[src/rtl/sbr_pkg.sv]
`timescale 1ns/1ps
package sbr_pkg;
    // Frame controller modes
    typedef enum logic [1:0] {
        SB_FRAME  = 2'd0,   // decoding a 24-bit frame
        SB_RBURST = 2'd1,   // 16-bit read groups
        SB_WBURST = 2'd2,   // 16-bit write groups
        SB_HALT   = 2'd3    // burst ended, wait for chip select release
    } sb_mode_e;
endpackage

[src/rtl/sbr_wb_cycle.sv]
`timescale 1ns/1ps
// Bus cycle engine: opens a classic cycle on start, closes it on
// acknowledge, on withdrawal (drop) or on frame abort (kill).
module sbr_wb_cycle #(
    parameter int DW = 16,
    parameter int AW = 6,
    parameter int SW = 2
) (
    input  logic          clk,
    input  logic          rst_n,
    input  logic          kill,
    input  logic          start,
    input  logic          start_we,
    input  logic [AW-1:0] start_adr,
    input  logic [SW-1:0] start_sel,
    input  logic [DW-1:0] start_dat,
    input  logic          drop,
    input  logic          wb_ack_i,
    output logic          cyc_o,
    output logic          we_o,
    output logic [AW-1:0] adr_o,
    output logic [SW-1:0] sel_o,
    output logic [DW-1:0] dat_o,
    output logic          hit_o
);
    typedef struct packed {
        logic          cyc;
        logic          we;
        logic [AW-1:0] adr;
        logic [SW-1:0] sel;
        logic [DW-1:0] dat;
    } cyc_st_t;

    cyc_st_t c_d, c_q;
    logic    hit;

    always_comb begin
        c_d = c_q;
        hit = c_q.cyc & wb_ack_i;
        if (kill) begin
            c_d.cyc = 1'b0;
        end else if (start) begin
            c_d.cyc = 1'b1;
            c_d.we  = start_we;
            c_d.adr = start_adr;
            c_d.sel = start_sel;
            c_d.dat = start_dat;
        end else if (hit || drop) begin
            c_d.cyc = 1'b0;
        end
    end

    always_ff @(posedge clk or negedge rst_n) begin
        if (!rst_n) c_q <= '0;
        else        c_q <= c_d;
    end

    assign cyc_o = c_q.cyc;
    assign we_o  = c_q.we;
    assign adr_o = c_q.adr;
    assign sel_o = c_q.sel;
    assign dat_o = c_q.dat;
    assign hit_o = hit;

    // an unacknowledged request keeps its address until closed
    a_r1_request_held: assert property (@(posedge clk) disable iff (!rst_n)
        (c_q.cyc && !wb_ack_i && !start && !kill && !drop) |=> (cyc_o && $stable(adr_o)))
        else $error("a_r1_request_held");
endmodule

[src/rtl/sbr_miso_sel.sv]
`timescale 1ns/1ps
// Chooses the MISO bit for the current bit time.
module sbr_miso_sel
    import sbr_pkg::*;
#(
    parameter int DW       = 16,
    parameter int ADR_BITS = 4,
    parameter int ACK_BITS = 3,
    parameter int CW       = 5
) (
    input  logic          cs_n,
    input  sb_mode_e      mode,
    input  logic [CW-1:0] cnt,
    input  logic          we,
    input  logic          ok,
    input  logic          hit,
    input  logic [DW-1:0] rdata,
    output logic          miso
);
    localparam int IW = $clog2(DW);
    localparam logic [CW-1:0] K_ADR   = CW'(ADR_BITS);
    localparam logic [CW-1:0] K_RDWIN = CW'(ADR_BITS + ACK_BITS);
    localparam logic [CW-1:0] K_WRST  = CW'(ADR_BITS + DW);
    localparam logic [CW-1:0] K_LAST  = CW'(ADR_BITS + DW + ACK_BITS);
    localparam logic [CW-1:0] K_GLAST = CW'(DW - 1);

    logic [CW-1:0] fr_off, gr_off;
    logic [IW-1:0] fr_idx, gr_idx;

    always_comb begin
        fr_off = K_LAST - cnt;
        gr_off = K_GLAST - cnt;
        fr_idx = fr_off[IW-1:0];
        gr_idx = gr_off[IW-1:0];
        miso   = 1'b0;
        if (!cs_n) begin
            unique case (mode)
                SB_FRAME: begin
                    if (!we) begin
                        if (cnt > K_ADR && cnt <= K_RDWIN) miso = ok | hit;
                        else if (cnt > K_RDWIN)            miso = rdata[fr_idx];
                    end else if (cnt > K_WRST) begin
                        miso = ok | hit;
                    end
                end
                SB_RBURST: miso = rdata[gr_idx];
                default:   miso = 1'b0;
            endcase
        end
    end
endmodule

[src/rtl/spi_wb_bridge.sv]
`timescale 1ns/1ps
module spi_wb_bridge
    import sbr_pkg::*;
#(
    parameter int DW       = 16,
    parameter int ADR_BITS = 4,
    parameter int EXT_BITS = 2,
    parameter int SEL_BITS = 2,
    parameter int ACK_BITS = 3
) (
    input  logic                         sck,
    input  logic                         rst_n,
    input  logic                         cs_n,
    input  logic                         mosi,
    output logic                         miso,
    input  logic [EXT_BITS-1:0]          ext_adr_i,
    input  logic [SEL_BITS-1:0]          lane_sel_i,
    output logic                         wb_cyc_o,
    output logic                         wb_stb_o,
    output logic                         wb_we_o,
    output logic [EXT_BITS+ADR_BITS-1:0] wb_adr_o,
    output logic [SEL_BITS-1:0]          wb_sel_o,
    output logic [DW-1:0]                wb_dat_o,
    input  logic [DW-1:0]                wb_dat_i,
    input  logic                         wb_ack_i
);
    localparam int FRAME_LEN = 1 + ADR_BITS + DW + ACK_BITS;
    localparam int CW        = $clog2(FRAME_LEN);
    localparam int AW        = EXT_BITS + ADR_BITS;
    localparam int NW        = ACK_BITS - 1;
    localparam logic [CW-1:0] K_ADR   = CW'(ADR_BITS);
    localparam logic [CW-1:0] K_RDWIN = CW'(ADR_BITS + ACK_BITS);
    localparam logic [CW-1:0] K_BFLAG = CW'(ADR_BITS + ACK_BITS + 1);
    localparam logic [CW-1:0] K_WRST  = CW'(ADR_BITS + DW);
    localparam logic [CW-1:0] K_LAST  = CW'(FRAME_LEN - 1);
    localparam logic [CW-1:0] K_GLAST = CW'(DW - 1);
    localparam logic [CW-1:0] K_GWR   = CW'(DW - ACK_BITS - 1);

    typedef struct packed {
        sb_mode_e             mode;
        logic [CW-1:0]        cnt;
        logic                 we;
        logic [ADR_BITS-1:0]  adr;
        logic [EXT_BITS-1:0]  ext;
        logic [SEL_BITS-1:0]  sel;
        logic [DW-1:0]        wsh;
        logic [NW-1:0]        nxt;
        logic                 ok;
        logic                 bflag;
        logic [DW-1:0]        rdata;
        logic [DW-1:0]        pref;
    } br_st_t;

    br_st_t        s_d, s_q;
    logic          start, start_we, drop, hit;
    logic [DW-1:0] start_dat;
    logic [CW-1:0] k;

    always_comb begin
        s_d       = s_q;
        start     = 1'b0;
        start_we  = 1'b0;
        start_dat = '0;
        drop      = 1'b0;
        k         = s_q.cnt;
        if (cs_n) begin
            s_d.mode  = SB_FRAME;
            s_d.cnt   = '0;
            s_d.ok    = 1'b0;
            s_d.bflag = 1'b0;
        end else begin
            unique case (s_q.mode)
                SB_FRAME: begin
                    s_d.cnt = (k == K_LAST) ? '0 : k + 1'b1;
                    if (k == '0) begin
                        s_d.we    = mosi;
                        s_d.ext   = ext_adr_i;
                        s_d.sel   = lane_sel_i;
                        s_d.ok    = 1'b0;
                        s_d.bflag = 1'b0;
                        s_d.rdata = '0;
                    end else if (k <= K_ADR) begin
                        s_d.adr = {s_q.adr[ADR_BITS-2:0], mosi};
                    end
                    if (!s_q.we) begin
                        if (k == K_ADR) start = 1'b1;
                        if (k > K_ADR && k <= K_RDWIN && hit) begin
                            s_d.ok    = 1'b1;
                            s_d.rdata = wb_dat_i;
                        end
                        if (k == K_RDWIN && !hit) drop = 1'b1;
                        if (k == K_BFLAG) begin
                            s_d.bflag = mosi;
                            if (mosi && s_q.ok) start = 1'b1;
                        end
                        if (k > K_BFLAG && hit) s_d.pref = wb_dat_i;
                        if (k == K_LAST && s_q.ok && s_q.bflag) begin
                            s_d.mode  = SB_RBURST;
                            s_d.rdata = hit ? wb_dat_i : s_q.pref;
                        end
                    end else begin
                        if (k > K_ADR && k <= K_WRST) s_d.wsh = {s_q.wsh[DW-2:0], mosi};
                        if (k == K_WRST) begin
                            start     = 1'b1;
                            start_we  = 1'b1;
                            start_dat = {s_q.wsh[DW-2:0], mosi};
                        end
                        if (k > K_WRST) begin
                            s_d.nxt = NW'({s_q.nxt, mosi});
                            if (hit) s_d.ok = 1'b1;
                        end
                        if (k == K_LAST) begin
                            if (!hit) drop = 1'b1;
                            if (s_q.ok || hit) begin
                                s_d.mode = SB_WBURST;
                                s_d.wsh  = DW'({s_q.nxt, mosi});
                            end
                        end
                    end
                end
                SB_RBURST: begin
                    s_d.cnt = (k == K_GLAST) ? '0 : k + 1'b1;
                    if (hit) s_d.pref = wb_dat_i;
                    if (k == '0) begin
                        s_d.bflag = mosi;
                        if (mosi) start = 1'b1;
                    end
                    if (k == K_GLAST) begin
                        s_d.rdata = hit ? wb_dat_i : s_q.pref;
                        s_d.mode  = s_q.bflag ? SB_RBURST : SB_HALT;
                    end
                end
                SB_WBURST: begin
                    s_d.cnt = (k == K_GLAST) ? '0 : k + 1'b1;
                    if (k <= K_GWR) s_d.wsh = {s_q.wsh[DW-2:0], mosi};
                    if (k == K_GWR) begin
                        start     = 1'b1;
                        start_we  = 1'b1;
                        start_dat = {s_q.wsh[DW-2:0], mosi};
                    end
                    if (k > K_GWR) s_d.nxt = NW'({s_q.nxt, mosi});
                    if (k == K_GLAST) s_d.wsh = DW'({s_q.nxt, mosi});
                end
                default: s_d.cnt = '0;
            endcase
        end
    end

    always_ff @(posedge sck or negedge rst_n) begin
        if (!rst_n) s_q <= '0;
        else        s_q <= s_d;
    end

    sbr_wb_cycle #(.DW(DW), .AW(AW), .SW(SEL_BITS)) u_cyc (
        .clk       (sck),
        .rst_n     (rst_n),
        .kill      (cs_n),
        .start     (start),
        .start_we  (start_we),
        .start_adr ({s_q.ext, s_d.adr}),
        .start_sel (s_q.sel),
        .start_dat (start_dat),
        .drop      (drop),
        .wb_ack_i  (wb_ack_i),
        .cyc_o     (wb_cyc_o),
        .we_o      (wb_we_o),
        .adr_o     (wb_adr_o),
        .sel_o     (wb_sel_o),
        .dat_o     (wb_dat_o),
        .hit_o     (hit)
    );

    assign wb_stb_o = wb_cyc_o;

    sbr_miso_sel #(.DW(DW), .ADR_BITS(ADR_BITS), .ACK_BITS(ACK_BITS), .CW(CW)) u_miso (
        .cs_n  (cs_n),
        .mode  (s_q.mode),
        .cnt   (s_q.cnt),
        .we    (s_q.we),
        .ok    (s_q.ok),
        .hit   (hit),
        .rdata (s_q.rdata),
        .miso  (miso)
    );

    // once a read acknowledge shows on MISO it stays for the window
    a_r2_ack_sticky: assert property (@(posedge sck) disable iff (!rst_n)
        (!cs_n && s_q.mode == SB_FRAME && !s_q.we && s_q.cnt > K_ADR
         && s_q.cnt < K_RDWIN && miso) |=> miso)
        else $error("a_r2_ack_sticky");

    // a read still unacknowledged at the window's last edge is withdrawn
    a_r5_read_withdrawn: assert property (@(posedge sck) disable iff (!rst_n)
        (!cs_n && s_q.mode == SB_FRAME && !s_q.we && s_q.cnt == K_RDWIN
         && wb_cyc_o && !wb_ack_i) |=> !wb_cyc_o)
        else $error("a_r5_read_withdrawn");

    // same for a write at the end of the frame
    a_r5_write_withdrawn: assert property (@(posedge sck) disable iff (!rst_n)
        (!cs_n && s_q.mode == SB_FRAME && s_q.we && s_q.cnt == K_LAST
         && wb_cyc_o && !wb_ack_i) |=> !wb_cyc_o)
        else $error("a_r5_write_withdrawn");

    // after a read burst ends, MISO stays low
    a_r8_halt_quiet: assert property (@(posedge sck) disable iff (!rst_n)
        (!cs_n && s_q.mode == SB_HALT) |-> !miso)
        else $error("a_r8_halt_quiet");

    // chip select high closes any open cycle
    a_r10_abort_drops: assert property (@(posedge sck) disable iff (!rst_n)
        cs_n |=> !wb_cyc_o)
        else $error("a_r10_abort_drops");
endmodule

[config.mk]
export PLATFORM = sky130hd
export DESIGN_NAME = spi_wb_bridge
export DESIGN_NICKNAME = d
export VERILOG_FILES = /design/src/rtl/sbr_pkg.sv /design/src/rtl/sbr_wb_cycle.sv /design/src/rtl/sbr_miso_sel.sv /design/src/rtl/spi_wb_bridge.sv
export SDC_FILE = /design/constraint.sdc
export NUM_CORES = 1
export LEC_CHECK = 0
export ABC_AREA = 0
export BUFFER_PORTS_ARGS = -buffer_cell sky130_fd_sc_hd__buf_2
export CORE_MARGIN = 8
export CORE_UTILIZATION = 59
export DETAILED_ROUTE_END_ITERATION = 10
export GPL_TIMING_DRIVEN = 0
export PLACE_DENSITY = 0.83
export SYNTH_ARGS = -nofsm -noshare
export SYNTH_HDL_FRONTEND = slang
export SYNTH_SLANG_ARGS = --single-unit
[constraint.sdc]
create_clock -name sck -period 3 [get_ports sck]
set_input_delay 0.45 -clock sck [delete_from_list [all_inputs] [get_ports sck]]
set_output_delay 0.45 -clock sck [all_outputs]
set_load 0.05 [all_outputs]
**After elaboration in Yosys (flattened, before gate mapping)**

Index checks and enable logic that the tools add are counted.
W data, S select, Z words.

- Logic and storage cells: 157
- Bits in registers: 94
- Output and inout bits: 28
- Bits of input ports: 25

- Mux-type cells: 75
- Reductions and logical operators: 27
- Equality and inequality tests: 21
- Order comparisons: 11
- Add/sub/neg operators: 3
- Bitwise operators: 3

Operator list:

| operator | number |
|---|---|
| $mux W16 | 13 |
| $pmux W33 S2 | 1 |
| $mux W18 | 2 |
| $pmux W18 S2 | 1 |
| $mux W33 | 1 |
| $mux W1 | 32 |
| $pmux W16 S2 | 1 |
| $mux W26 | 1 |
| $mux W2 | 8 |
| $eq A5 B4 Y1 const B | 3 |
| $mux W4 | 3 |
| $ne A2 B2 Y1 const B | 6 |
| $ne A4 B4 Y1 const B | 3 |
| $eq A5 B3 Y1 const B | 2 |
| $eq A5 B5 Y1 const B | 2 |
| $gt A5 B3 Y1 const B | 2 |
| $gt A5 B4 Y1 const B | 2 |
| $le A5 B3 Y1 const B | 2 |
| $lt A4 B5 Y1 const B | 2 |
| $mux W5 | 2 |
| $pmux W5 S2 | 1 |
| $reduce_and A5 Y1 | 2 |
| $ne A3 B3 Y1 const B | 3 |
| $bmux W1 S4 | 2 |
| 28 further kinds | 43 |

**Depth between registers and ports, before layout**

- Depth in word-level cells: 11
- Depth in mapped cells: 10

**Cells and area by module**

A second synthesis with hierarchy kept.

- Cell total of the unflattened synthesis: 441
- Area, all modules: 5146.2 um^2

By module, submodules not included:

| module | instances | sequential area each (um^2) | area each (um^2) | cells an instance |
|---|---|---|---|---|
| spi_wb_bridge | 1 | 1676.6 | 3826.2 | 353 |
| sbr_wb_cycle | 1 | 650.6 | 1064.8 | 58 |
| sbr_miso_sel | 1 | 0.0 | 255.2 | 30 |

**Worst setup path before layout**

No wires, ideal clock.

- Path kind: flip-flop to output port
- Start: register u_cyc.c_q, in the netlist u_cyc.cyc_o
- End: output port miso
- Setup slack: 0.053 ns
- Data required time: 2.550 ns
- Arrival time: 2.497 ns
- Cell stages (with the launch flop): 9
- Path through: dfrtp_1 > and2_1 > buf_2 > buf_2 > buf_2 > nor2_1 > o32ai_1 > o21bai_1 > a21oi_1

- Longest elaborated chain between the ends: 6

RTL lines:

| item | line | RTL |
|---|---|---|
| start: declaration | sbr_wb_cycle.sv:34 | `cyc_st_t c_d, c_q;` |
| start signal: assignment | sbr_wb_cycle.sv:54 | `if (!rst_n) c_q <= '0;` |
| start signal: assignment | sbr_wb_cycle.sv:55 | `else c_q <= c_d;` |
| $and A1 B1 Y1 (*) | sbr_wb_cycle.sv:39 | `hit = c_q.cyc & wb_ack_i;` |
| $or A1 B1 Y1 (*) | sbr_miso_sel.sv:40, sbr_miso_sel.sv:43 |  |
| $mux W1 (on tied branches) | sbr_miso_sel.sv:40, sbr_miso_sel.sv:42 |  |
| $mux W1 (*) | sbr_miso_sel.sv:39 | `if (!we) begin` |
| $pmux W1 S2 (*) | sbr_miso_sel.sv:37 | `unique case (mode)` |
| $mux W1 (*) | sbr_miso_sel.sv:36 | `if (!cs_n) begin` |
| end: declaration | spi_wb_bridge.sv:15 | `output logic miso,` |

Every way passes the cells marked *; elsewhere a longest branch is shown, timed or not.

**Worst setup path after layout**

- Start: register s_q, in the netlist k[0]
- End: output port miso

- Longest elaborated chain between the ends: 8

RTL lines:

| item | line | RTL |
|---|---|---|
| start: declaration | spi_wb_bridge.sv:54 | `br_st_t s_d, s_q;` |
| start signal: assignment | spi_wb_bridge.sv:150 | `if (!rst_n) s_q <= '0;` |
| start signal: assignment | spi_wb_bridge.sv:151 | `else s_q <= s_d;` |
| $sub A3 B4 Y4 | sbr_miso_sel.sv:31 | `fr_off = K_LAST - cnt;` |
| $bmux W1 S4 | sbr_miso_sel.sv:41 | `else if (cnt > K_RDWIN) miso = rdata[fr_idx];` |
| $mux W1 (implied by the code) | sbr_miso_sel.sv:41 |  |
| $mux W1 | sbr_miso_sel.sv:41 |  |
| $mux W1 | sbr_miso_sel.sv:40 | `if (cnt > K_ADR && cnt <= K_RDWIN) miso = ok \| hit;` |
| $mux W1 | sbr_miso_sel.sv:39 |  |
| $pmux W1 S2 (*) | sbr_miso_sel.sv:37 |  |
| $mux W1 (*) | sbr_miso_sel.sv:36 |  |

Every way passes the cells marked *; elsewhere a longest branch is shown, timed or not. The select of a mux whose other input is x is not followed.

==> metrics.yaml <==
outcome:
  status: "complete, no violations"
detailed_routing:
  met2_length_mm: 6.36
  routedWlPerCell_um: 19.2
  vias: 4223
  wl_met1_mm: 5.09
  dr.first_iter.drc_count: 410
  drt.antenna.violating_nets: 0
  wl_mm: 12.7
  vias_per_cell: 6.40
  routed.top_layer: "met4"
  wl_met3_um: 895
  firstDrtPassIters: 5
  drc: 0
global_routing:
  grt_pass1_wl_mm: 20.7
  grt_pass1_vias: 4258
  grt_overflow: 0
  antenna_found_initial: 0
  grt_max_degree: 52
  grt_usage: 0.218
floorplanning:
  ios: 53
  die_w_um: 110
  fp.dieH_um: 110
  core_region_area_um2: 8640
  rows: 34
  die_area_um2: 12100
  initial_utilization: 0.602
layout:
  instances_no_fill: 660
  final_nets: 580
  syn_to_final_growth_pct: 12.4
  drive_gt1_frac: 0.241
  num_antenna_cells: 0
  post-route-util: 0.677
run:
  max_cap_viol_count: 0
power_and_ir_drop:
  ir_drop_v: 0.000345
  p_leak_uw: 0.00280
  powerDensity_nw_per_um2: 693
logic_synthesis:
  yosys_warnings: 0
  ys_ff_latch: 93
  synthTopCellsByArea: "dfrtp_1, a221o_1, mux2i_1, a22o_1, nor2_1"
  syn_inst: 484
  synth_edf_count: 0
  synth.net_count: 517
  async_reset_ff_frac: 1.00
  synthDominantCellAreaShare: 0.448
  synth_ff_type: "dfrtp_1"
  synth_area_um2: 5200
  synth_seq_area_share: 0.448
  yosys.area.top_type: "dfrtp_1"
  synth_cell_types: 65
  synthTopCellsByCount: "dfrtp_1, nor2_1, a221o_1"
  avgSynthCellArea_um2: 10.7
  post-synth-top-count-cell: "dfrtp_1"
clock_tree:
  cts.clk_slew.worst_paths_ns: 0.10
  clk_path_buf_depth: 2
  cts.hold.buffers_added: 0
  cts_made_buffers: 9
  cts_tree: "built"
  root_buffer: "clkbuf_8"
  clock_latency_ns: 0.38
  cts.sinks: 93
  h-tree-depth: 3
placement:
  dp_slack_ns: 0.201
  dp_hpwl_mm: 9.21
  dp.cells: 644
  place_congestion: 0.886
  portBuffers: 51
worst_setup_path:
  start_kind: "flip-flop"
  endpoint_kind: "output pin"
  critPathRequiredTime_ns: 2.55
  crit_fanout: 10
  worstPathArrival_ns: 2.42
  timing_worst_setup_path_type: "flip-flop to output pin"
sta:
  worst_pin_slew_ns: 0.688
  finalHoldViolCount: 0
  grt_setup_unrepaired: "no"
  fin_ws_ns: 0.126
  setup_tns_ns: 0
  timing.final.crit_share: 0.958
  fmax_ghz: 0.348
  setup_viol: 0
  slew_headroom: 0.542
  skew_ns: 0.0149
  slew_violations: 0
  period_minus_slack_ns: 2.87
hold_path:
  min_path_type: "input pin to asynchronous set/reset pin"
[state kept, by name, indices dropped and copies added (netlist names)]
register and flops:
u_cyc.dat_o 16, s_q 62, u_cyc.cyc_o 1, u_cyc.sel_o 2
u_cyc.we_o 1, k 5, u_cyc.adr_o 6
[what timing repair did]
item	4_1_cts	5_1_grt
endpoints found under the setup margin	1	11
buffers inserted	0	1
resized for setup	2	5
pin swaps	0	1
[layout by cell type, fill, tap and decap left out, types with 11 or more instances in the layout]
cell type	n
clkbuf_1	11
a22o_1	27
a221o_1	30
nor2_1	42
o211ai_1	16
mux2i_1	23
nand3_1	13
buf_2	61
mux2_2	13
nand2_1	18
a21oi_1	22
inv_1	28
dfrtp_1	93
and3_1	16
[routing by layer]
layer  global-route usage  vias to the layer above
li1                     -                     1946
met1                0.271                     2030
met2                0.363                      210
met3               0.0346                       37
met4                0.101                        0
met5                    0                        -
[critical path, cell delays in order, from the launching register on]
cell and delay, ns:
dfrtp_1 0.42, buf_6 0.18, mux4_1 0.59, mux2i_2 0.21, mux2i_1 0.11, a22oi_1 0.19, a21oi_1 0.11, buf_2 0.24
[power by group]
group / internal [µW] / switching [µW]
Combinational: 594 / 992
Sequential: 1470 / 150
Clock: 331 / 512
[path summary, 6_finish.rpt]
kind,from,cells past startpoint,slack (ns),to
setup / recovery,k[0],7,0.13,miso
hold / removal,rst_n,1,0.05,u_cyc.dat_o[5]
setup reg to reg,k[0],9,0.35,u_cyc.sel_o[0]
hold reg to reg,u_cyc.we_o,1,0.49,u_cyc.we_o
max in group asynchronous,rst_n,2,2.31,s_q[29]
min in group sck,lane_sel_i[1],2,0.29,s_q[53]
[cell families (layout without fill, tap and decap cells)]
kind of cell / Yosys count / count (layout) / synth area share
muxes: 47 / 47 / 0.107
DFF: 93 / 93 / 0.448
AOI/OAI and AO/OA: 142 / 142 / 0.227
xor gates and xnor gates: 2 / 2 / 0.00337
buffers and inverters: 69 / 137 / 0.0664
adders and majority gates: 8 / 8 / 0.0193
and+or+nand+nor: 123 / 123 / 0.129
[area by class of cell]
class,count,area (µm²)
Clock inverter,7,76.3
Buffer,39,245
Fill cell,641,2790
Inverter,29,109
Tap cell,108,135
Timing Repair Buffer,53,293
Sequential cell,93,2330
Multi-Input combinational cell,322,2530
Clock buffer,9,124
[stage by stage]
step,cell area [µm²],hold slack (ns),power [µW]
floorplan,5200,0.154,2770
global placement,5590,0.457,3110
detailed placement,5620,0.464,3180
CTS,5820,0.0646,4030
global route,5840,0.0914,4250
finish,5840,0.0483,4050
Note: power is estimated with default switching activity, not from simulation.
